===== src/rtl/refill_pkg.sv =====
package refill_pkg;
  localparam int unsigned LINE_WORDS = 8;
  localparam int unsigned WORD_BITS  = 32;
  localparam int unsigned ADDR_BITS  = 32;

  typedef enum logic [1:0] {
    RF_IDLE = 2'd0,
    RF_REQ  = 2'd1,
    RF_WAIT = 2'd2,
    RF_DONE = 2'd3
  } refill_state_e;
endpackage


===== src/rtl/refill_order.sv =====
module refill_order #(
  parameter int unsigned WORDS = refill_pkg::LINE_WORDS,
  localparam int unsigned IW = $clog2(WORDS)
) (
  input  logic [IW-1:0] step,
  input  logic [IW-1:0] crit,
  input  logic          wrap,
  output logic [IW-1:0] word_idx
);
  // Fetch position -> word index; modulo comes from IW-bit truncation.
  function automatic logic [IW-1:0] pick_word(input logic [IW-1:0] n,
                                              input logic [IW-1:0] k,
                                              input logic          w);
    logic [IW-1:0] s;
    s = n + k;
    return w ? s : n;
  endfunction

  assign word_idx = pick_word(step, crit, wrap);
endmodule


===== src/rtl/refill_line_buf.sv =====
module refill_line_buf #(
  parameter int unsigned WORDS = refill_pkg::LINE_WORDS,
  parameter int unsigned DW    = refill_pkg::WORD_BITS,
  localparam int unsigned IW = $clog2(WORDS)
) (
  input  logic               clk,
  input  logic               rst_n,
  input  logic               wr_en,
  input  logic [IW-1:0]      wr_idx,
  input  logic [DW-1:0]      wr_data,
  output logic [WORDS*DW-1:0] line
);
  for (genvar g = 0; g < WORDS; g++) begin : g_slot
    logic [DW-1:0] slot_q;
    always_ff @(posedge clk) begin
      if (!rst_n)
        slot_q <= '0;
      else if (wr_en && wr_idx == IW'(g))
        slot_q <= wr_data;
    end
    assign line[g*DW +: DW] = slot_q;
  end
endmodule


===== src/rtl/refill_ctrl.sv =====
module refill_ctrl #(
  parameter int unsigned WORDS = refill_pkg::LINE_WORDS,
  parameter int unsigned LW    = 27,
  localparam int unsigned IW = $clog2(WORDS)
) (
  input  logic          clk,
  input  logic          rst_n,
  input  logic          miss_valid,
  input  logic [IW-1:0] miss_word,
  input  logic [LW-1:0] miss_line,
  input  logic          miss_wrap,
  input  logic          req_ready,
  input  logic          rsp_valid,
  output logic          idle,
  output logic          accept,
  output logic          req_valid,
  output logic          rsp_take,
  output logic          done,
  output logic [IW-1:0] step_q,
  output logic [IW-1:0] crit_q,
  output logic          wrap_q,
  output logic [LW-1:0] line_q
);
  import refill_pkg::*;
  localparam logic [IW-1:0] LAST = IW'(WORDS - 1);

  refill_state_e st_q;

  assign idle      = (st_q == RF_IDLE);
  assign accept    = idle && miss_valid;
  assign req_valid = (st_q == RF_REQ);
  assign rsp_take  = (st_q == RF_WAIT) && rsp_valid;
  assign done      = (st_q == RF_DONE);

  always_ff @(posedge clk) begin
    if (!rst_n) begin
      st_q   <= RF_IDLE;
      step_q <= '0;
      crit_q <= '0;
      wrap_q <= 1'b0;
      line_q <= '0;
    end else begin
      unique case (st_q)
        RF_IDLE: if (miss_valid) begin
          st_q   <= RF_REQ;
          step_q <= '0;
          crit_q <= miss_word;
          wrap_q <= miss_wrap;
          line_q <= miss_line;
        end
        RF_REQ:  if (req_ready) st_q <= RF_WAIT;
        RF_WAIT: if (rsp_valid) begin
          if (step_q == LAST) st_q <= RF_DONE;
          else begin
            step_q <= step_q + 1'b1;
            st_q   <= RF_REQ;
          end
        end
        RF_DONE: st_q <= RF_IDLE;
        default: st_q <= RF_IDLE;
      endcase
    end
  end
endmodule


===== src/rtl/line_refill_unit.sv =====
module line_refill_unit #(
  parameter int unsigned WORDS = refill_pkg::LINE_WORDS,
  parameter int unsigned DW    = refill_pkg::WORD_BITS,
  parameter int unsigned AW    = refill_pkg::ADDR_BITS,
  localparam int unsigned IW = $clog2(WORDS),
  localparam int unsigned BW = $clog2(DW / 8),
  localparam int unsigned LW = AW - IW - BW
) (
  input  logic                clk,
  input  logic                rst_n,
  input  logic                miss_valid,
  input  logic [AW-1:0]       miss_addr,
  input  logic                miss_wrap,
  output logic                miss_ready,
  output logic                mem_req_valid,
  output logic [AW-1:0]       mem_req_addr,
  input  logic                mem_req_ready,
  input  logic                mem_rsp_valid,
  input  logic [DW-1:0]       mem_rsp_data,
  output logic                cpu_valid,
  output logic [DW-1:0]       cpu_data,
  output logic                line_wr_valid,
  output logic [LW-1:0]       line_wr_addr,
  output logic [WORDS*DW-1:0] line_wr_data
);
  logic          miss_accept;
  logic          rsp_take;
  logic          fwd_evt;
  logic          line_done;
  logic [IW-1:0] step_q, crit_q, word_idx;
  logic          wrap_q;
  logic [LW-1:0] line_q;

  refill_ctrl #(.WORDS(WORDS), .LW(LW)) u_ctrl (
    .clk(clk), .rst_n(rst_n),
    .miss_valid(miss_valid),
    .miss_word(miss_addr[BW +: IW]),
    .miss_line(miss_addr[AW-1 -: LW]),
    .miss_wrap(miss_wrap),
    .req_ready(mem_req_ready),
    .rsp_valid(mem_rsp_valid),
    .idle(miss_ready),
    .accept(miss_accept),
    .req_valid(mem_req_valid),
    .rsp_take(rsp_take),
    .done(line_done),
    .step_q(step_q), .crit_q(crit_q), .wrap_q(wrap_q), .line_q(line_q)
  );

  refill_order #(.WORDS(WORDS)) u_order (
    .step(step_q), .crit(crit_q), .wrap(wrap_q), .word_idx(word_idx)
  );

  refill_line_buf #(.WORDS(WORDS), .DW(DW)) u_buf (
    .clk(clk), .rst_n(rst_n),
    .wr_en(rsp_take), .wr_idx(word_idx), .wr_data(mem_rsp_data),
    .line(line_wr_data)
  );

  assign mem_req_addr  = {line_q, word_idx, {BW{1'b0}}};
  assign fwd_evt       = rsp_take && (word_idx == crit_q);
  assign cpu_valid     = fwd_evt;
  assign cpu_data      = mem_rsp_data;
  assign line_wr_valid = line_done;
  assign line_wr_addr  = line_q;
endmodule


===== config.mk =====
export PLATFORM = sky130hd
export DESIGN_NAME = line_refill_unit
export DESIGN_NICKNAME = d
export VERILOG_FILES = /design/src/rtl/refill_pkg.sv /design/src/rtl/refill_order.sv /design/src/rtl/refill_line_buf.sv /design/src/rtl/refill_ctrl.sv /design/src/rtl/line_refill_unit.sv
export SDC_FILE = /design/constraint.sdc
export NUM_CORES = 1
export LEC_CHECK = 0
export BUFFER_PORTS_ARGS = -buffer_cell sky130_fd_sc_hd__buf_2
export CAP_MARGIN = 20
export CORE_AREA = 4 4 162 164
export DETAILED_ROUTE_END_ITERATION = 16
export DIE_AREA = 0 0 166 168
export GPL_ROUTABILITY_DRIVEN = 1
export PLACE_DENSITY_LB_ADDON = 0.1
export SLEW_MARGIN = 20
export SYNTH_ARGS = -nofsm -noshare
export SYNTH_HDL_FRONTEND = slang
export SYNTH_HIERARCHICAL = 1
export SYNTH_SLANG_ARGS = --single-unit

===== constraint.sdc =====
create_clock -name clk -period 2.85 [get_ports clk]
set_input_delay 0 -clock clk [delete_from_list [all_inputs] [get_ports clk]]
set_output_delay 0 -clock clk [all_outputs]
set_load 0.02 [all_outputs]

### After elaboration in Yosys (flattened, before gate mapping)

Cells that the tools add are included.

* bits of input ports: 70
* flip-flop bits (word level): 292
* output and inout bits: 351
* logic and storage cells: 57

* reduce and logical (&&, ||, !) cells: 16
* equal/unequal tests: 16
* muxes and demuxes: 10
* $add $sub $neg: 2

Operator list (number)
* 3-bit == test, second input constant: 5
* 3-bit two-way mux: 4
* 1-bit logical AND: 10
* 2-bit two-way mux: 4
* 2-bit case mux with 4 select lines: 1
* 3-bit by 2-bit == test with 1-bit output, second input constant: 2
* 2-bit inequality test, second input constant: 3
* 3-bit case mux with 2 select lines: 1
* 2-bit == test, second input constant: 2
* 4-bit AND reduction: 1
* 3-bit by 1-bit adder with 3-bit output, second input constant: 1
* 3-bit adder: 1
* 3-bit by 1-bit == test with 1-bit output, second input constant: 1
* 3-bit == test: 1
* 3-bit zero test: 1
* 3-bit AND reduction: 1
* 2-bit by 1-bit == test with 1-bit output, second input constant: 1
* 2-bit zero test: 1
* 2-bit by 1-bit inequality test with 1-bit output, second input constant: 1
* 2-bit AND reduction: 1
* 2-bit nonzero test: 1

### Depth between registers and ports, before layout

Gate-level depths: netlist of the first run.

* word-level depth: 4
* depth in mapped cells: 10
* gate-level depth less buffers: 7

### Modules after synthesis

Netlist of the first run, hierarchy kept.

By module, submodules not included
* refill_line_buf: seq. area each 5124.9 sq um, area an instance 9208.8 sq um, times used 1, cells an instance 871
* refill_ctrl: seq. area each 720.7 sq um, area an instance 1555.2 sq um, times used 1, cells an instance 168
* line_refill_unit: seq. area each 0.0 sq um, area an instance 496.7 sq um, times used 1, cells an instance 66
* refill_order: seq. area each 0.0 sq um, area an instance 76.3 sq um, times used 1, cells an instance 7

### Worst setup path after synthesis of the first run

Ideal clock, no wire load.

* path kind: register -> register
* start: register u_ctrl.step_q[0]
* end: register u_buf.g_slot[1].slot_q[10]
* stages on the path, launching flop included: 11
* path slack: 0.211 ns
* period minus slack after synthesis: 2.639 ns
* buffers on the path: 3
* library setup time: 0.127 ns
* data arrival time: 2.512 ns
* required time: 2.723 ns
* cell sequence: dfxtp_1 ha_1 fa_1 xor2_1 nand2_1 xnor2_1 buf_4 and4bb_2 buf_2 buf_4 mux2i_1

* word-level cells in the longest chain between the ends: 4

Ends and longest elaborated chain
* from (decl): line refill_ctrl.sv:19 `output logic [IW-1:0] step_q,`
* from (signal assigned): line refill_ctrl.sv:55 `step_q <= step_q + 1'b1;`
* 3-bit adder: line refill_order.sv:15 `s = n + k;`
* 3-bit two-way mux: line refill_order.sv:16 `return w ? s : n;`
* named net mem_req_addr[4]: line line_refill_unit.sv:16 `output logic [AW-1:0] mem_req_addr,`
* 3-bit by 1-bit == test with 1-bit output: line refill_line_buf.sv:18 `else if (wr_en && wr_idx == IW'(g))`
* 1-bit logical AND: line refill_line_buf.sv:18
* to (signal assigned): line refill_line_buf.sv:19 `slot_q <= wr_data;`
* to (decl): line refill_line_buf.sv:14 `logic [DW-1:0] slot_q;`

The timed path passes the listed nets, and every way through them passes these cells.
A chain may end at the register's enable or synchronous reset.

### Worst setup path after layout of the first run

* start: register u_ctrl.step_q[0]
* end: output port cpu_valid

* word-level cells in the longest chain between the ends: 4

Ends and longest elaborated chain
* 3-bit adder: line refill_order.sv:15
* 3-bit two-way mux (*): line refill_order.sv:16
* 3-bit == test (*): line line_refill_unit.sv:61 `assign fwd_evt = rsp_take && (word_idx == crit_q);`
* 1-bit logical AND (*): line line_refill_unit.sv:61
* to (decl): line line_refill_unit.sv:20 `output logic cpu_valid,`

Every way passes the cells marked *; elsewhere a longest branch is shown, timed or not.

==> key figures, run 1 <==
Pwr
  – Leak: 0.00809 uW
  – PwrDens: 573 nW/um^2
  – Max VDD drop: 0.438 mV

Finish
  – Share of layout cells above drive strength 1: 33.9%
  – Final instance area: 15000 sq um
  – Layout Cells excl Fill: 1878
  – Final nets: 1601
  – Area growth syn-to-layout: 32.5%
  – Antenna diode count: 0

GRT
  – M2 GR Usage: 38.7%
  – Global-route wire length before repair: 50600 um
  – Vias in the first global route: 8897
  – Grt met3 use: 5.59%
  – Global routing usage on met1: 27.3%
  – Initial antenna violation count: 0
  – Global Route Usage Sum: 22.1%
  – Gr ovfl total: 0
  – Busiest grt layer: met2
  – Largest net degree at the start of global routing: 76

Timing
  – Clk_skew: 0.0118 ns
  – Fin. Hold Viols: 0
  – Slew Viols, Final: 0
  – Setup repair after global routing missed its margin: no
  – Fmax: 0.393 GHz
  – Setup TNS: 0 ns
  – Final setup fails: 0
  – Period utilization: 89.3%
  – Setup WS post-layout: 0.304 ns
  – Final critical-path required period: 2.55 ns

Routing
  – First-pass DRT Iterations: 4
  – WL final: 32500 um
  – Post-route ant nets: 0
  – Drc violations: 0
  – Drt first-iter violations: 388
  – Vias post-DR: 8981
  – Via density: 4.78
  – Avg WL per Cell: 17.3 um

Worst hold path
  – Hold Path Class: primary input to flip-flop
  – Hold wc startpoint: mem_rsp_data[15]

Yosys
  – Syn Std Cell Area: 11300 sq um
  – Yosys top cell by area: dfxtp_1
  – Yosys warnings: 6
  – #FFs+latches synth: 292
  – Synth area leaders: dfxtp_1 52%, mux2i_1 23%, nand2_1 12%
  – Async S/R FF share, synth: 0%
  – Post-synth top cells: 358 x nand2_1, 292 x dfxtp_1, 256 x mux2i_1
  – Netlist cell types: 34
  – Syn_area_per_cell: 10.2 sq um
  – Top-count cell post-synth: nand2_1
  – Top-area cell type share of the netlist area: 51.6%
  – Sequential area share after synthesis: 51.6%
  – Synth Flop Type: dfxtp_1
  – Number of flops mapped to enable cells by yosys: 0
  – Cells after synthesis: 1112

Worst setup path
  – Worst setup SP type: flip-flop
  – Crit Path Max Fanout: 10
  – Worst endpoint required time: 2.85 ns
  – FF-to-FF Start: u_ctrl/step_q[0]
  – Crit path from: u_ctrl/step_q[0]
  – WS Path Type: flip-flop to output pin
  – WP data arrival: 2.55 ns
  – CP endpoint kind: output pin

Floorplan
  – Die area: 27900 sq um
  – Cell Rows: 58
  – Initial core utilization: 45.5%
  – Io pins: 421
  – DIE HEIGHT: 168 um
  – Core Box Area: 24900 sq um
  – Horiz. Die Dim: 166 um

Run status
  – Status: completed

CTS
  – Post-CTS setup buffer count: 0
  – CTS tree: done
  – Clk pin slew, worst setup/hold paths: 0.06 ns
  – Clk_lat worst skew: 0.54 ns
  – CTS Buf Count: 30
  – Clk sinks: 292
  – CTS Buffer Depth: 3
  – Root Driver: clkbuf_16
  – H-tree levels: 1

Place
  – Port bufs: 416
  – Post-DP Area: 13300 sq um
  – DP HPWL: 21900 um
  – Dpl ws: 0.442 ns
  – Routability Congestion: 0.776
  – Post-placement cell count: 1751

Run
  – MaxCap Viol Count: 0
-- final timing paths --
check,end,slack (ns),cells past startpoint
max,cpu_valid,0.30,9
min,u_buf/g_slot[5].slot_q[15],0.007,3
max reg2reg,u_buf/g_slot[3].slot_q[9],0.44,9
min reg2reg,u_buf/g_slot[0].slot_q[8],0.45,2
-- cell usage in the layout, fill, tap and decap left out, drive strengths merged, types with 4 or more instances in the layout --
master / n
clkbuf: 46
mux2i: 256
nand2: 358
o22ai: 4
xnor2: 4
a21boi: 31
dlygate4sd3: 74
buf: 443
clkinv: 6
dfxtp: 292
-- kinds of logic after synthesis --
family          after synthesis  share of synthesized area [%]
simple gates                378                           13.4
mux                         258                           22.8
xor+xnor                      5                          0.386
buf+inv                     137                           7.99
fa+ha+maj                     4                          0.508
compound gates               37                           3.37
flops                       292                           51.6
other cells                   1                         0.0331
-- sequential cells by signal, summed over array words and instances (netlist names) --
register,count
u_ctrl/crit_q,3
u_ctrl/line_q,27
u_ctrl/st_q,2
u_ctrl/step_q,3
u_buf/g_slot.slot_q,256
u_ctrl/wrap_q,1
-- critical path, cell delays in order (launching register included) --
cell and delay, ns:
dfxtp_1 0.34, ha_1 0.22, fa_1 0.37, xor2_1 0.14, nand2_1 0.08, xnor2_1 0.13, buf_4 0.21, xnor2_1 0.13
and4_1 0.21, buf_2 0.18
-- area by class of cell --
| cell class | count | area [sq um] |
|---|---|---|
| Inverter | 2 | 12.5 |
| Fill cell | 2196 | 9870 |
| Multi-Input combinational cell | 684 | 4620 |
| Sequential cell | 292 | 5850 |
| Clock buffer | 46 | 902 |
| Tap cell | 330 | 413 |
| Clock inverter | 7 | 62.6 |
| Timing Repair Buffer | 517 | 3160 |
-- what timing repair did --
action | in CTS | in global routing
endpoints found under the hold margin | 227 | 0
gates resized for setup | 0 | 0
hold buffers | 74 | 0
-- power breakdown --
group	internal, uW	total, uW	switching [uW]
Sequential	4120	4150	31.8
Clock	2250	3810	1560
Combinational	250	649	399
-- metal layers --
layer | wire length [um] | up-vias
li1 | - | 4423
met5 | 0 | -
met4 | 850 | 0
met2 | 15600 | 301
met3 | 2410 | 48
met1 | 13600 | 4209
-- per-stage QoR --
| stage | power, uW | hold WS (ns) | utilization [%] |
|---|---|---|---|
| 2_1_floorplan | 4670 | 0.113 | - |
| 3_3_place_gp | 4810 | 0.234 | 53.5 |
| 3_5_place_dp | 4810 | 0.233 | 53.5 |
| 4_1_cts | 8710 | 0.00241 | 60.3 |
| 5_1_grt | 8930 | 0.0256 | 60.3 |
| 6_report | 8610 | 0.00698 | 60.3 |
Power figures use the tool's default switching activity.
==> inputs of run 2 (changes only) <==
--- a/config.mk
+++ b/config.mk
@@ -5,11 +5,12 @@
 export SDC_FILE = /design/constraint.sdc
 export NUM_CORES = 1
 export LEC_CHECK = 0
+export ABC_AREA = 1
 export BUFFER_PORTS_ARGS = -buffer_cell sky130_fd_sc_hd__buf_2
 export CAP_MARGIN = 20
-export CORE_AREA = 4 4 162 164
+export CORE_MARGIN = 4
+export CORE_UTILIZATION = 50
 export DETAILED_ROUTE_END_ITERATION = 16
-export DIE_AREA = 0 0 166 168
 export GPL_ROUTABILITY_DRIVEN = 1
 export PLACE_DENSITY_LB_ADDON = 0.1
 export SLEW_MARGIN = 20
==> run 2 against run 1 <==
  * Critical path type is now flip-flop to flip-flop
  * Final area grew 3.8%
  * Flip-flop and latch count is the same
  * Worst setup slack better by 0.022 ns
  * Wire length is 19% higher
  * Clock power up 2%
  * Count of clock-buffer cells in the layout fell by 1
==> key figures, run 2 <==
Worst hold path
  – Hold Path Class: primary input to flip-flop
  – Hold depth: 3 (unchanged)
  – Hold-critical path endpoint: u_buf/g_slot[3].slot_q[4]
  – Hold wc startpoint: rst_n

Worst setup path
  – Worst path top cell family by delay: simple AND/OR/NAND/NOR gates
  – Internal reg-to-reg setup slack: 0.33 ns (-0.11 ns)
  – Worst endpoint required time: 3.29 ns (+0.44 ns)
  – Cell mode on critical path: nand2_1
  – FF-to-FF Start: u_ctrl/step_q[0]
  – Worst setup SP type: flip-flop
  – Crit path largest cell delay: 0.38 ns (about the same)
  – CP endpoint kind: flip-flop
  – FF-to-FF path depth: 13 (+4)
  – Worst path bufs/invs: 3 (+1)
  – Crit-path cells: ha_1, fa_1, inv_1, nand2_2, nand3_1, nand2_1, nand2_1, nand2_2, clkinv_2, buf_12, nand3_1, nand2_1, nor2_1
  – CP max stage cell: fa_1
  – R2r endpoint: u_buf/g_slot[6].slot_q[12]
  – WP data arrival: 2.97 ns (+0.42 ns)
  – Crit Path Max Fanout: 61 (+51)
  – WS Path Type: flip-flop to flip-flop

Routing
  – WL final: 38600 um (+19%)
  – Post-route ant nets: 0 (unchanged)
  – Via density: 4.93 (+3.1%)
  – First-pass DRT Iterations: 7 (+3)
  – Vias post-DR: 12000 (+34%)
  – Avg WL per Cell: 15.9 um (-8.2%)
  – Drc violations: 0 (unchanged)
  – Drt first-iter violations: 1042 (+170%)

Timing
  – Clk_skew: 0.0159 ns (+0.00408 ns)
  – Period utilization: 88.5% (-0.77 points)
  – Setup WS post-layout: 0.326 ns (+0.0219 ns)
  – Worst Tran Pin Value: 0.613 ns
  – Setup repair after global routing missed its margin: no
  – Final hold slack: 0.0513 ns (+0.0443 ns)
  – Final setup fails: 0 (unchanged)
  – Fin. Hold Viols: 0 (unchanged)
  – Slew Viols, Final: 0 (unchanged)
  – Slew headroom: 59.2%
  – Setup TNS: 0 ns (unchanged)
  – Final critical-path required period: 2.52 ns (-0.0219 ns)
  – Fmax: 0.396 GHz (+0.87%)

CTS
  – CTS tree: done
  – Root Driver: clkbuf_16
  – Clk_lat worst skew: 0.55 ns (about the same)
  – CTS Buf Count: 30 (unchanged)
  – CTS Buffer Depth: 3 (unchanged)
  – H-tree levels: 1 (unchanged)
  – Clk pin slew, worst setup/hold paths: 0.06 ns (about the same)
  – CTS resizes: 0 (unchanged)
  – Post-CTS setup buffer count: 0 (unchanged)
  – Clk sinks: 292 (unchanged)

Pwr
  – Register share of total power: 42.1% (-6.1 points)
  – Power, Total: 10500 uW (+22%)
  – PwrDens: 672 nW/um^2 (+17%)
  – Switch Pwr: 3250 uW (+63%)
  – Power Internal: 7220 uW (+9.1%)
  – Switching Fraction: 31.0% (+7.9 points)
  – Leak: 0.00769 uW (-4.9%)
  – Max VDD drop: 0.558 mV (+28%)
  – Comb pwr share: 21.0% (+14 points)
  – Clock share of power: 36.9% (-7.3 points)

Floorplan
  – Cell Rows: 56 (-3.4%)
  – DIE HEIGHT: 163 um (-2.7%)
  – Die area: 26700 sq um (-4.2%)
  – Core Box Area: 23600 sq um (-5.1%)
  – Io pins: 421 (unchanged)
  – Horiz. Die Dim: 163 um (-1.5%)
  – Initial core utilization: 51.2% (+5.6 points)

Run status
  – Status: completed

Finish
  – Fill cell count: 2162 (-1.5%)
  – Final nets: 2167 (+35%)
  – Most frequent cells in the layout: 588 x nor2_1, 415 x buf_2, 315 x nand2_1, 292 x dfxtp_1, 228 x nand3_1
  – Largest Register: u_buf/g_slot.slot_q
  – Area growth syn-to-layout: 29.0%
  – Most common cell after layout, fill and taps aside: nor2_1
  – Final instance area: 15600 sq um (+3.8%)
  – Share of layout cells above drive strength 1: 24.5% (-9.4 points)
  – Antenna diode count: 0 (unchanged)
  – Top Registers: u_buf/g_slot.slot_q: 256 flops, u_ctrl/line_q: 27 flops
  – Max reg flops: 256 (unchanged)

Yosys
  – Netlist cell types: 27 (-21%)
  – Async S/R FF share, synth: 0% (unchanged)
  – Sequential area share after synthesis: 48.4% (-3.2 points)
  – Yosys top cell by area: dfxtp_1
  – Post-synth top cells: 591 x nor2_1, 315 x nand2_1, 292 x dfxtp_1
  – Yosys warnings: 6 (unchanged)
  – Syn_area_per_cell: 7.04 sq um (-31%)
  – Syn Std Cell Area: 12100 sq um (+6.6%)
  – Top-area cell type share of the netlist area: 48.4% (-3.2 points)
  – Number of flops mapped to enable cells by yosys: 0 (unchanged)
  – Top-count cell post-synth: nor2_1
  – Synth area leaders: dfxtp_1 48%, nor2_1 18%, nand2_1 9.8%
  – Cells after synthesis: 1718 (+54%)
  – Synth Flop Type: dfxtp_1
  – #FFs+latches synth: 292 (unchanged)

GRT
  – Initial antenna violation count: 0 (unchanged)
  – Global-route wire length before repair: 59500 um (+18%)
  – Gr ovfl total: 0 (unchanged)
  – Vias in the first global route: 11000 (+24%)
  – Global Route Usage Sum: 27.5% (+5.4 points)
  – Largest net degree at the start of global routing: 102 (+34%)

Place
  – Post-DP Area: 13900 sq um (+4.7%)
  – Routability Congestion: 0.810 (+4.3%)
  – Port bufs: 416 (unchanged)
  – Dpl ws: 0.345 ns (-0.0971 ns)
  – DP HPWL: 24700 um (+13%)

Run
  – MaxCap Viol Count: 0 (unchanged)
run 2: layer usage:
layer	GRT usage, %	routed length, um
met5	0	0
met1	34.9	15400
met2	46.6	18600
met3	6.43	3510
met4	8.27	1030
run 2: worst max path at each step:
stage,start,end,cells after the start
after floorplan,u_ctrl/step_q[0],u_buf/g_slot[0].slot_q[10],9
after global placement,u_ctrl/step_q[0],u_buf/g_slot[6].slot_q[22],13
after detailed placement,u_ctrl/step_q[0],u_buf/g_slot[6].slot_q[16],13
after CTS,u_ctrl/step_q[0],u_buf/g_slot[6].slot_q[21],13
after global routing,u_ctrl/step_q[0],u_buf/g_slot[6].slot_q[17],13
final,u_ctrl/step_q[0],u_buf/g_slot[6].slot_q[12],13
run 2: per-stage QoR:
step	instances	utilization [%]
floorplan	1719	-
global placement	2313	59.0
detailed placement	2313	59.0
CTS	2432	66.0
global route	2432	66.0
finish	2432	66.0
run 2: area by class of cell:
class / instances / area, sq um / share of cell area, %
clock buffers: 45 / 918 / 5.89
clock inverters: 7 / 60.1 / 0.385
inverters: 62 / 239 / 1.53
multi-input cells: 1195 / 5000 / 32.1
flip-flops and latches: 292 / 5850 / 37.5
well taps: 319 / 399 / 2.56
repair buffers: 512 / 3130 / 20.1
run 2: power by group through the flow:
stage               logic, uW  clock network, uW  registers [uW]
global placement         2090                  0            4490
global route             2400               4110            4440
floorplan                1310                  0            4690
CTS                      2190               3920            4410
finish                   2190               3870            4410
detailed placement       2110                  0            4500
run 2: repair_timing:
action                                 in CTS  in global routing
setup endpoints to repair                   0                  0
hold buffers                               67                  0
endpoints found under the hold margin     252                  0
run 2: kinds of logic (layout without fill, tap and decap cells):
kind of cell | after synthesis | after routing | synth area share, %
simple gates | 1153 | 1153 | 39.0
flops | 292 | 292 | 48.4
buf+inv | 232 | 626 | 10.6
compound gates | 36 | 36 | 1.52
fa+ha+maj | 4 | 4 | 0.476
other cells | 1 | 2 | 0.0310
run 2: worst min-delay path, delay by kind of cell:
| kind | cells | cell delay, ns |
|---|---|---|
| simple gates | 2 | 0.20 |
| buf+inv | 1 | 0.34 |
